==> src/rtl/frac_div_pkg.sv <==
package frac_div_pkg;
  typedef enum logic [1:0] {
    OPC_ITER   = 2'd0,
    OPC_UNITY  = 2'd1,
    OPC_REJECT = 2'd2
  } op_class_e;
endpackage

==> src/rtl/frac_div_classify.sv <==
module frac_div_classify
  import frac_div_pkg::*;
#(
  parameter int DATA_W = 16
) (
  input  logic [DATA_W-1:0] num_i,
  input  logic [DATA_W-1:0] den_i,
  output op_class_e         cls_o
);
  logic reject;

  // rejection outranks equality
  assign reject = (den_i == '0) || num_i[DATA_W-1] || den_i[DATA_W-1] || (num_i > den_i);

  always_comb begin
    if (reject)              cls_o = OPC_REJECT;
    else if (num_i == den_i) cls_o = OPC_UNITY;
    else                     cls_o = OPC_ITER;
  end
endmodule

==> src/rtl/frac_div_step.sv <==
module frac_div_step #(
  parameter int DATA_W = 16,
  parameter int REM_W  = 2 * DATA_W
) (
  input  logic [REM_W-1:0]  rem_i,
  input  logic [DATA_W-1:0] den_i,
  input  logic [DATA_W-1:0] quo_i,
  output logic [REM_W-1:0]  rem_o,
  output logic [DATA_W-1:0] quo_o
);
  logic [REM_W-1:0] rem_dbl;
  logic [REM_W-1:0] den_ext;
  logic             take;

  assign rem_dbl = {rem_i[REM_W-2:0], 1'b0};
  assign den_ext = REM_W'(den_i);
  assign take    = (rem_dbl >= den_ext);
  assign rem_o   = take ? (rem_dbl - den_ext) : rem_dbl;
  assign quo_o   = {quo_i[DATA_W-2:0], take};
endmodule

==> src/rtl/frac_div_ctrl.sv <==
module frac_div_ctrl
  import frac_div_pkg::*;
#(
  parameter int ITERS = 15,
  localparam int CNT_W = $clog2(ITERS + 1)
) (
  input  logic      clk_i,
  input  logic      rst_ni,
  input  logic      start_i,
  input  op_class_e cls_i,
  output logic      busy_o,
  output logic      load_o,
  output logic      quick_o,
  output logic      last_o,
  output logic      done_o
);
  logic             busy_q;
  logic             done_q;
  logic [CNT_W-1:0] cnt_q;
  logic             accept;

  assign accept  = start_i && !busy_q;
  assign load_o  = accept && (cls_i == OPC_ITER);
  assign quick_o = accept && (cls_i != OPC_ITER);
  assign last_o  = busy_q && (cnt_q == CNT_W'(ITERS - 1));
  assign busy_o  = busy_q;
  assign done_o  = done_q;

  always_ff @(posedge clk_i or negedge rst_ni) begin
    if (!rst_ni) begin
      busy_q <= 1'b0;
      done_q <= 1'b0;
      cnt_q  <= '0;
    end else begin
      done_q <= quick_o || last_o;
      if (load_o) begin
        busy_q <= 1'b1;
        cnt_q  <= '0;
      end else if (busy_q) begin
        cnt_q <= cnt_q + 1'b1;
        if (last_o) busy_q <= 1'b0;
      end
    end
  end

  AST_CNT_RANGE: assert property (@(posedge clk_i) disable iff (!rst_ni)
    busy_q |-> (cnt_q < CNT_W'(ITERS)));
  AST_BUSY_NO_DONE: assert property (@(posedge clk_i) disable iff (!rst_ni)
    busy_q |-> !done_q);
  AST_DONE_AT_FALL: assert property (@(posedge clk_i) disable iff (!rst_ni)
    $fell(busy_q) |-> done_q);
endmodule

==> src/rtl/frac_div.sv <==
module frac_div
  import frac_div_pkg::*;
#(
  parameter int DATA_W = 16,
  localparam int ITERS = DATA_W - 1,
  localparam int REM_W = 2 * DATA_W
) (
  input  logic              clk_i,
  input  logic              rst_ni,
  input  logic              start_i,
  input  logic [DATA_W-1:0] num_i,
  input  logic [DATA_W-1:0] den_i,
  output logic              busy_o,
  output logic              done_o,
  output logic [DATA_W-1:0] quot_o,
  output logic              err_o
);
  localparam logic [DATA_W-1:0] UNITY_Q = {1'b0, {(DATA_W-1){1'b1}}};

  op_class_e         cls;
  logic              load, quick, last;
  logic [REM_W-1:0]  rem_q, rem_nxt;
  logic [DATA_W-1:0] den_q, quo_q, quo_nxt;
  logic [DATA_W-1:0] res_q;
  logic              err_q;

  frac_div_classify #(.DATA_W(DATA_W)) u_cls (
    .num_i (num_i),
    .den_i (den_i),
    .cls_o (cls)
  );

  frac_div_ctrl #(.ITERS(ITERS)) u_ctrl (
    .clk_i   (clk_i),
    .rst_ni  (rst_ni),
    .start_i (start_i),
    .cls_i   (cls),
    .busy_o  (busy_o),
    .load_o  (load),
    .quick_o (quick),
    .last_o  (last),
    .done_o  (done_o)
  );

  frac_div_step #(.DATA_W(DATA_W), .REM_W(REM_W)) u_step (
    .rem_i (rem_q),
    .den_i (den_q),
    .quo_i (quo_q),
    .rem_o (rem_nxt),
    .quo_o (quo_nxt)
  );

  always_ff @(posedge clk_i or negedge rst_ni) begin
    if (!rst_ni) begin
      rem_q <= '0;
      den_q <= '0;
      quo_q <= '0;
    end else if (load) begin
      rem_q <= REM_W'(num_i);
      den_q <= den_i;
      quo_q <= '0;
    end else if (busy_o) begin
      rem_q <= rem_nxt;
      quo_q <= quo_nxt;
    end
  end

  always_ff @(posedge clk_i or negedge rst_ni) begin
    if (!rst_ni) begin
      res_q <= '0;
      err_q <= 1'b0;
    end else if (last) begin
      res_q <= quo_nxt;
      err_q <= 1'b0;
    end else if (quick) begin
      err_q <= (cls == OPC_REJECT);
      res_q <= (cls == OPC_UNITY) ? UNITY_Q : '0;
    end
  end

  assign quot_o = res_q;
  assign err_o  = err_q;

  AST_REM_BELOW_DEN: assert property (@(posedge clk_i) disable iff (!rst_ni)
    busy_o |-> (rem_q < REM_W'(den_q)));
  AST_ERR_ZERO: assert property (@(posedge clk_i) disable iff (!rst_ni)
    (done_o && err_o) |-> (quot_o == '0));
  AST_RESULT_RANGE: assert property (@(posedge clk_i) disable iff (!rst_ni)
    done_o |-> !quot_o[DATA_W-1]);
  AST_IGNORE_START: assert property (@(posedge clk_i) disable iff (!rst_ni)
    (busy_o && start_i) |=> $stable(den_q));
  AST_RESULT_HOLD: assert property (@(posedge clk_i) disable iff (!rst_ni)
    !$stable(quot_o) |-> done_o);
  AST_ERR_HOLD: assert property (@(posedge clk_i) disable iff (!rst_ni)
    !$stable(err_o) |-> done_o);
endmodule

==> config.mk <==
export PLATFORM = sky130hd
export DESIGN_NAME = frac_div
export DESIGN_NICKNAME = d
export VERILOG_FILES = /design/src/rtl/frac_div_pkg.sv /design/src/rtl/frac_div_classify.sv /design/src/rtl/frac_div_step.sv /design/src/rtl/frac_div_ctrl.sv /design/src/rtl/frac_div.sv
export SDC_FILE = /design/constraint.sdc
export NUM_CORES = 1
export LEC_CHECK = 0
export ABC_AREA = 1
export CAP_MARGIN = 10
export CORE_ASPECT_RATIO = 1.2
export CORE_UTILIZATION = 54
export DETAILED_ROUTE_END_ITERATION = 10
export GPL_TIMING_DRIVEN = 1
export PLACE_DENSITY = 0.9
export SLEW_MARGIN = 15
export SYNTH_ARGS = -nofsm -noshare
export SYNTH_HDL_FRONTEND = slang
export SYNTH_HIERARCHICAL = 1
export SYNTH_SLANG_ARGS = --single-unit
==> constraint.sdc <==
create_clock -name clk_i -period 2.1 [get_ports clk_i]
set_input_delay 0.42 -clock clk_i [delete_from_list [all_inputs] [get_ports clk_i]]
set_output_delay 0.42 -clock clk_i [all_outputs]
set_load 0.02 [all_outputs]
==> results.sh, run 1 <==
export IMPL_gp_routability_congestion=0.965
export IMPL_syn_area_um2=6360
export IMPL_max_clock_path_buffers=2
export IMPL_gr_total_overflow=279
export IMPL_grt_worst_endpoint="rem_q[4]$_DFFE_PN0P_/D"
export IMPL_firstError="[ERROR GRT-0232] Routing congestion too high. Check the congestion heatmap in the GUI."
export IMPL_failed_stage="5_1_grt"
export IMPL_cts_hold_fix_bufs=0
export IMPL_pin_count_of_the_biggest_net_entering_global_routing=57
export IMPL_synth_fp_nets=1017
export IMPL_grt_util_all_layers_pct=86.6
export IMPL_count_of_yosys_warnings_during_synthesis=6
export IMPL_rows=43
export IMPL_post_place_cells=1240
export IMPL_start_util_pct=55.2
export IMPL_fp_dieH_um=121
export IMPL_cts_root_buf="clkbuf_16"
export IMPL_fp_dieW_um=101
export IMPL_number_of_instances_in_the_synthesized_netlist=947
export IMPL_run_status="aborted with a tool error"
export IMPL_synthesis_area_per_instance_um2=6.72
export IMPL_cts_h_tree_depth=3
export IMPL_worst_endpoint_pin_kind="register data pin"
export IMPL_buffer_ports_inserted=53
export IMPL_hpwl_um=13300
export IMPL_total_cts_buffers=9
export IMPL_io_pins=54
==> what timing repair did <==
action	4_1_cts
endpoints found under the hold margin	0
setup endpoints to repair	85
setup buffers	41
gates cloned	16
gates resized for setup	248
pin swaps	66
==> per-stage QoR <==
| step | TNS (ns) | cell area (µm²) | worst slack (ns) |
|---|---|---|---|
| 3_3_place_gp | -76.79 | 7820 | -1.05 |
| 3_5_place_dp | -85.63 | 7820 | -1.20 |
| 4_1_cts | -3.02 | 9660 | -0.113 |
| 2_1_floorplan | -7.85 | 6430 | -0.168 |
==> layer usage <==
| metal | overflow | track usage, % |
|---|---|---|
| met5 | 1 | 26.2 |
| met4 | 107 | 94.6 |
| met3 | 2 | 69.9 |
| met2 | 165 | 103 |
| met1 | 4 | 84.8 |
==> inputs of run 2 (changes only) <==
--- a/config.mk
+++ b/config.mk
@@ -7,11 +7,10 @@
 export LEC_CHECK = 0
 export ABC_AREA = 1
 export CAP_MARGIN = 10
-export CORE_ASPECT_RATIO = 1.2
-export CORE_UTILIZATION = 54
+export CORE_UTILIZATION = 40
 export DETAILED_ROUTE_END_ITERATION = 10
 export GPL_TIMING_DRIVEN = 1
-export PLACE_DENSITY = 0.9
+export PLACE_DENSITY_LB_ADDON = 0.15
 export SLEW_MARGIN = 15
 export SYNTH_ARGS = -nofsm -noshare
 export SYNTH_HDL_FRONTEND = slang
==> constraint.sdc (replaced) <==
create_clock -name clk_i -period 2.7 [get_ports clk_i]
set_input_delay 0.54 -clock clk_i [delete_from_list [all_inputs] [get_ports clk_i]]
set_output_delay 0.54 -clock clk_i [all_outputs]
set_load 0.02 [all_outputs]
==> run 2 against run 1 <==
The flow now finishes without violations. Synthesized area did not move. Synthesized cell count unchanged.
==> results.sh, run 2 <==
export IMPL_layout_commonest_cell="nand2_1"
export IMPL_finalClockSkew_ns=0.00631
export IMPL_timing_max_transition_violations_final=0
export IMPL_registers_top_by_ff_count="rem_q"
export IMPL_synthesis_area_per_instance_um2=6.72
export IMPL_critical_path_endpoint_type="register"
export IMPL_fp_dieW_um=128
export IMPL_total_cts_buffers=9
export IMPL_reg2reg_slack_ns=0.26
export IMPL_placedInstanceArea_um2=7260
export IMPL_gr_total_overflow=0
export IMPL_buffer_ports_inserted=53
export IMPL_cts_h_tree_depth=3
export IMPL_synth_fp_nets=1017
export IMPL_place_ws_ns=-0.730
export IMPL_post_place_cells=1215
export IMPL_clk_transition_reported_paths_ns=0.06
export IMPL_r2r_cells=12
export IMPL_layout_core_utilization_pct=51.3
export IMPL_post_route_cells_drive_above_1_share_pct=14.1
export IMPL_layout_cells_non_filler=1242
export IMPL_drt_wl_total_um=16800
export IMPL_timing_critical_path_cells="clkdlybuf4s50_1, ha_4, nand2_1, nor2_4, buf_4, nand3_2, nor2_4, a21oi_2, nor2_2, nand3_2, inv_4, buf_6, inv_2, buf_12, nand3_1, nand2_1"
export IMPL_fp_dieH_um=128
export IMPL_timing_final_setup_violations=0
export IMPL_holdCritPathClass="input pin to asynchronous set/reset pin"
export IMPL_tightest_slew_ns=0.501
export IMPL_max_clock_path_buffers=2
export IMPL_hpwl_um=12400
export IMPL_flip_flop_count_of_the_largest_register_all_copies_and_words_added=31
export IMPL_number_of_instances_in_the_synthesized_netlist=947
export IMPL_r2r_start="den_q[15]"
export IMPL_num_vias=5921
export IMPL_grt_pass1_wl_um=28100
export IMPL_cap_violations=0
export IMPL_initial_antenna_violation_count=0
export IMPL_post_route_drc_count=0
export IMPL_drt_vias_per_instance=4.77
export IMPL_start_util_pct=41.4
export IMPL_layout_nets=1096
export IMPL_io_pins=54
export IMPL_arrival_time_reported_for_the_critical_path_endpoint_ns=2.79
export IMPL_cts_tree="yes"
export IMPL_slew_headroom_pct=66.6
export IMPL_fmax_mhz=392
export IMPL_worst_skew_late_latency_ns=0.35
export IMPL_grt_util_all_layers_pct=21.9
export IMPL_final_hold_worst_slack_ns=0.0634
export IMPL_r2r_end="rem_q[12]"
export IMPL_rows=45
export IMPL_area_growth_syn_to_layout_pct=23.9
export IMPL_p_leak_nw=4.17
export IMPL_count_of_yosys_warnings_during_synthesis=6
export IMPL_syn_area_um2=6360
export IMPL_detailedRoute_firstPassIterationCount=5
export IMPL_cts_root_buf="clkbuf_16"
export IMPL_antennaDiodeCount=0
export IMPL_power_density_cells_nw_per_um2=1210
export IMPL_fillers=1550
export IMPL_ir_worst_vdd_mv=0.646
export IMPL_cts_hold_fix_bufs=0
export IMPL_fin_hold_viols=0
export IMPL_drt_iter0_markers=384
export IMPL_final_area_um2=7880
export IMPL_timing_final_crit_share_pct=94.4
export IMPL_numClockSinks=85
export IMPL_path_max_fanout=29
export IMPL_cp_slowest_cell="clkdlybuf4s50_1"
export IMPL_cpPeakStageDelay_ns=0.48
export IMPL_final_setup_worst_slack_ns=0.152
export IMPL_pin_count_of_the_biggest_net_entering_global_routing=47
export IMPL_run_status="complete, no violations"
export IMPL_post_route_min_period_ns=2.55
export IMPL_crit_type="input pin to register"
export IMPL_timing_critical_path_required_ns=2.95
export IMPL_layout_cells_most_common_list="nand2_1, nand3_1, inv_1"
export IMPL_ant_nets=0
export IMPL_gp_routability_congestion=0.957
export IMPL_die_area_um2=16400
export IMPL_placeableCoreArea_um2=15400
export IMPL_worstSetupStartpointType="input pin"
export IMPL_via_count_of_the_first_global_routing_pass=5658
export IMPL_drt_wirelength_per_cell_um=13.5
run 2: final cells by class:
type / instances / area, µm² / share of cell area, %
clock buffers: 11 / 253 / 3.21
clock inverters: 5 / 42.5 / 0.540
inverters: 117 / 442 / 5.60
multi-input cells: 703 / 3630 / 46.0
flip-flops and latches: 85 / 2130 / 27.0
well taps: 211 / 264 / 3.35
repair buffers: 110 / 1120 / 14.3
run 2: critical path: cells and delay by family:
| kind | cells | cell delay (ns) |
|---|---|---|
| and+or+nand+nor | 8 | 0.86 |
| buffers and inverters | 6 | 1.02 |
| AOI/OAI and AO/OA | 1 | 0.06 |
| adders and majority gates | 1 | 0.30 |
run 2: routing by layer:
metal  vias to the layer above  routed length (µm)  share of wire, %  global-route usage (%)
li1                       3120                   -                 -                       -
met1                      2661                8290                49                    30.8
met4                         0                 381               2.3                    8.58
met3                        23                 667               4.0                    3.71
met2                       117                7460                44                    33.5
met5                         -                   0                 0                       0
run 2: repair_timing:
item	in CTS	in global routing
gates cloned	2	1
setup endpoints to repair	62	79
buffers inserted	2	7
gates resized for setup	6	36
hold endpoints to repair	0	0
pin swaps	5	12
run 2: worst max path at each step:
stage	startpoint	to	slack, ns
global placement	den_i[15]	rem_q[11]	-0.67
detailed placement	den_i[15]	rem_q[12]	-0.73
finish	num_i[5]	quo_q[10]	0.15
CTS	den_i[15]	rem_q[12]	-0.007
global route	den_i[3]	rem_q[28]	-0.02
floorplan	den_i[15]	rem_q[17]	0.22
run 2: power breakdown:
group	internal, W	switching (W)	leakage, nW
sequential	0.00180	0.000467	1.10
clock	0.000684	0.000549	0.143
combinational	0.00232	0.00370	2.93
total	0.00481	0.00471	4.17
run 2: per-stage QoR:
stage	TNS [ns]	total power [W]
after global routing	-0.0721	0.0105
after floorplan	0	0.00673
after detailed placement	-44.38	0.00802
after global placement	-42.21	0.00800
final	0	0.00952
after CTS	-0.0137	0.00937
Power figures use the tool's default switching activity.
==> inputs of run 3 (changes only) <==
--- a/config.mk
+++ b/config.mk
@@ -9,8 +9,8 @@
 export CAP_MARGIN = 10
 export CORE_UTILIZATION = 40
 export DETAILED_ROUTE_END_ITERATION = 10
-export GPL_TIMING_DRIVEN = 1
 export PLACE_DENSITY_LB_ADDON = 0.15
+export SETUP_SLACK_MARGIN = 0.3
 export SLEW_MARGIN = 15
 export SYNTH_ARGS = -nofsm -noshare
 export SYNTH_HDL_FRONTEND = slang
==> run 3 against run 2 <==
Critical path depth is 2 lower. Die area stayed put. Clock skew is 0.0029 ns higher. Power is 5.2% higher. Sequential cell count stayed put. Maximum frequency is 11% higher. Global-route usage is 0.77 points higher. Combinational power is 8.2% higher. Sequential power hardly changed. Non-clock buffer count is 14 higher. Clock-buffer cell count stayed put.
==> results.sh, run 3 (synthesis gave the netlist of run 2 again) <==
export IMPL_run_status="complete, no violations"
export IMPL_grt_pass1_wl_um=29100
export IMPL_reg_area_um2=2130
export IMPL_initial_antenna_violation_count=0
export IMPL_grt_busiest_layer="met2"
export IMPL_layout_core_utilization_pct=53.6
export IMPL_area_growth_syn_to_layout_pct=29.5
export IMPL_layout_cells_most_common_list="nand2_1, nand3_1, inv_1"
export IMPL_p_leak_nw=4.20
export IMPL_timing_final_crit_share_pct=85.0
export IMPL_num_vias=6159
export IMPL_drt_vias_per_instance=4.90
export IMPL_tightest_slew_ns=0.527
export IMPL_multiInputGateArea_um2=3880
export IMPL_cap_violations=0
export IMPL_max_clock_path_buffers=2
export IMPL_numClockSinks=85
export IMPL_worstSetupStartpointType="register"
export IMPL_buffer_ports_inserted=53
export IMPL_holdCritPathClass="input pin to asynchronous set/reset pin"
export IMPL_timing_final_setup_violations=0
export IMPL_final_setup_worst_slack_ns=0.406
export IMPL_crit_type="register to register"
export IMPL_io_pins=54
export IMPL_timing_max_transition_violations_final=0
export IMPL_final_area_um2=8240
export IMPL_path_max_fanout=10
export IMPL_grt_met3_usage_pct=3.46
export IMPL_registers_top_by_ff_count="rem_q"
export IMPL_layout_commonest_cell="nand2_1"
export IMPL_slew_headroom_pct=64.7
export IMPL_finalClockSkew_ns=0.00917
export IMPL_cts_h_tree_depth=3
export IMPL_grt_util_all_layers_pct=22.7
export IMPL_fin_hold_viols=0
export IMPL_drt_iter0_markers=339
export IMPL_fp_dieW_um=128
export IMPL_drt_wl_total_um=17900
export IMPL_critical_path_endpoint_type="register"
export IMPL_ir_worst_vdd_mv=0.648
export IMPL_fillers=1498
export IMPL_worst_skew_late_latency_ns=0.35
export IMPL_globalRouteMet2Util_pct=37.4
export IMPL_clk_transition_reported_paths_ns=0.06
export IMPL_layout_nets=1111
export IMPL_place_ws_ns=-0.699
export IMPL_global_route_usage_met1_pct=30.8
export IMPL_power_density_cells_nw_per_um2=1220
export IMPL_detailedRoute_firstPassIterationCount=5
export IMPL_start_util_pct=41.4
export IMPL_fp_dieH_um=128
export IMPL_post_route_cells_drive_above_1_share_pct=19.8
export IMPL_post_route_min_period_ns=2.29
export IMPL_ant_nets=0
export IMPL_die_area_um2=16400
export IMPL_power_w=0.0100
export IMPL_placedInstanceArea_um2=7300
export IMPL_rows=45
export IMPL_pin_count_of_the_biggest_net_entering_global_routing=52
export IMPL_fmax_mhz=436
export IMPL_antennaDiodeCount=0
export IMPL_via_count_of_the_first_global_routing_pass=5844
export IMPL_cts_root_buf="clkbuf_16"
export IMPL_cts_tree="yes"
export IMPL_post_route_drc_count=0
export IMPL_drt_wirelength_per_cell_um=14.2
export IMPL_placeableCoreArea_um2=15400
export IMPL_gp_routability_congestion=0.943
export IMPL_hpwl_um=12300
export IMPL_rsz0062_at_grt="true"
export IMPL_arrival_time_reported_for_the_critical_path_endpoint_ns=2.52
export IMPL_cts_hold_fix_bufs=0
export IMPL_total_cts_buffers=9
export IMPL_gr_total_overflow=0
export IMPL_timing_critical_path_required_ns=2.93
export IMPL_flip_flop_count_of_the_largest_register_all_copies_and_words_added=31
run 3: cell count changes in the layout (fill, tap and decap cells not counted), sizes merged:
cell / change
nand2: +1
clkdlybuf4s15: +6
clkdlybuf4s50: -18
inv: -1
bufbuf: +1
dlymetal6s2s: -13
buf: +11
clkinv: +1
clkbuf: +13
dlygate4sd2: +14
run 3: power by group:
group	leakage (nW)	total, W	internal, W	switching (W)
registers	1.10	0.00229	0.00180	0.000485
logic	2.96	0.00650	0.00264	0.00386
clock network	0.142	0.00123	0.000682	0.000544
total	4.20	0.0100	0.00512	0.00489
run 3: path summary, 6_finish.rpt:
| path | cells after the start | start | slack (ns) | to |
|---|---|---|---|---|
| worst max-delay path | 14 | rem_q[14] | 0.41 | rem_q[4] |
| worst min-delay path | 1 | rst_ni | 0.15 | rem_q[30] |
| worst max register to register | 14 | rem_q[14] | 0.41 | rem_q[4] |
| worst min register to register | 2 | den_q[9] | 0.47 | den_q[9] |
| max in group asynchronous | 2 | rst_ni | 1.91 | quot_o[1] |
| min in group clk_i | 2 | den_q[9] | 0.47 | den_q[9] |
run 3: per-layer routing:
metal / share of wire (%) / wire [µm] / vias to the layer above
met5: 0 / 0 / -
met4: 1.8 / 331 / 0
met3: 3.4 / 606 / 19
met2: 46 / 8320 / 131
met1: 48 / 8660 / 2857
li1: - / - / 3152
run 3: worst max-delay path: stages (launching register included):
cell	delay, ns
dfrtp_1	0.42
ha_4	0.32
nand2_1	0.10
inv_2	0.08
nand2_2	0.09
nor2_4	0.11
nand4_1	0.23
nand3b_4	0.17
nor2_4	0.05
buf_12	0.14
clkbuf_16	0.17
nand2_2	0.06
o21ai_2	0.05
nand3_1	0.09
nand3_1	0.08
run 3: area by class of cell:
class / count / area share [%]
inverters: 117 / 5.45
well taps: 211 / 3.20
clock buffers: 11 / 3.07
flip-flops and latches: 85 / 25.8
repair buffers: 124 / 14.8
clock inverters: 5 / 0.516
multi-input cells: 704 / 47.1
run 3: timing repair:
action,4_1_cts,5_1_grt
pin swaps,17,21
setup buffers,8,8
gates resized for setup,71,62
endpoints found under the setup margin,82,80
cloned,6,3
endpoints found under the hold margin,0,0
run 3: metrics by stage:
stage	hold WS [ns]	setup TNS, ns	cells
2_1_floorplan	0.244	0	947
3_3_place_gp	0.456	-39.54	1216
3_5_place_dp	0.460	-43.88	1216
4_1_cts	0.159	0	1246
5_1_grt	0.182	0	1257
6_report	0.150	0	1257
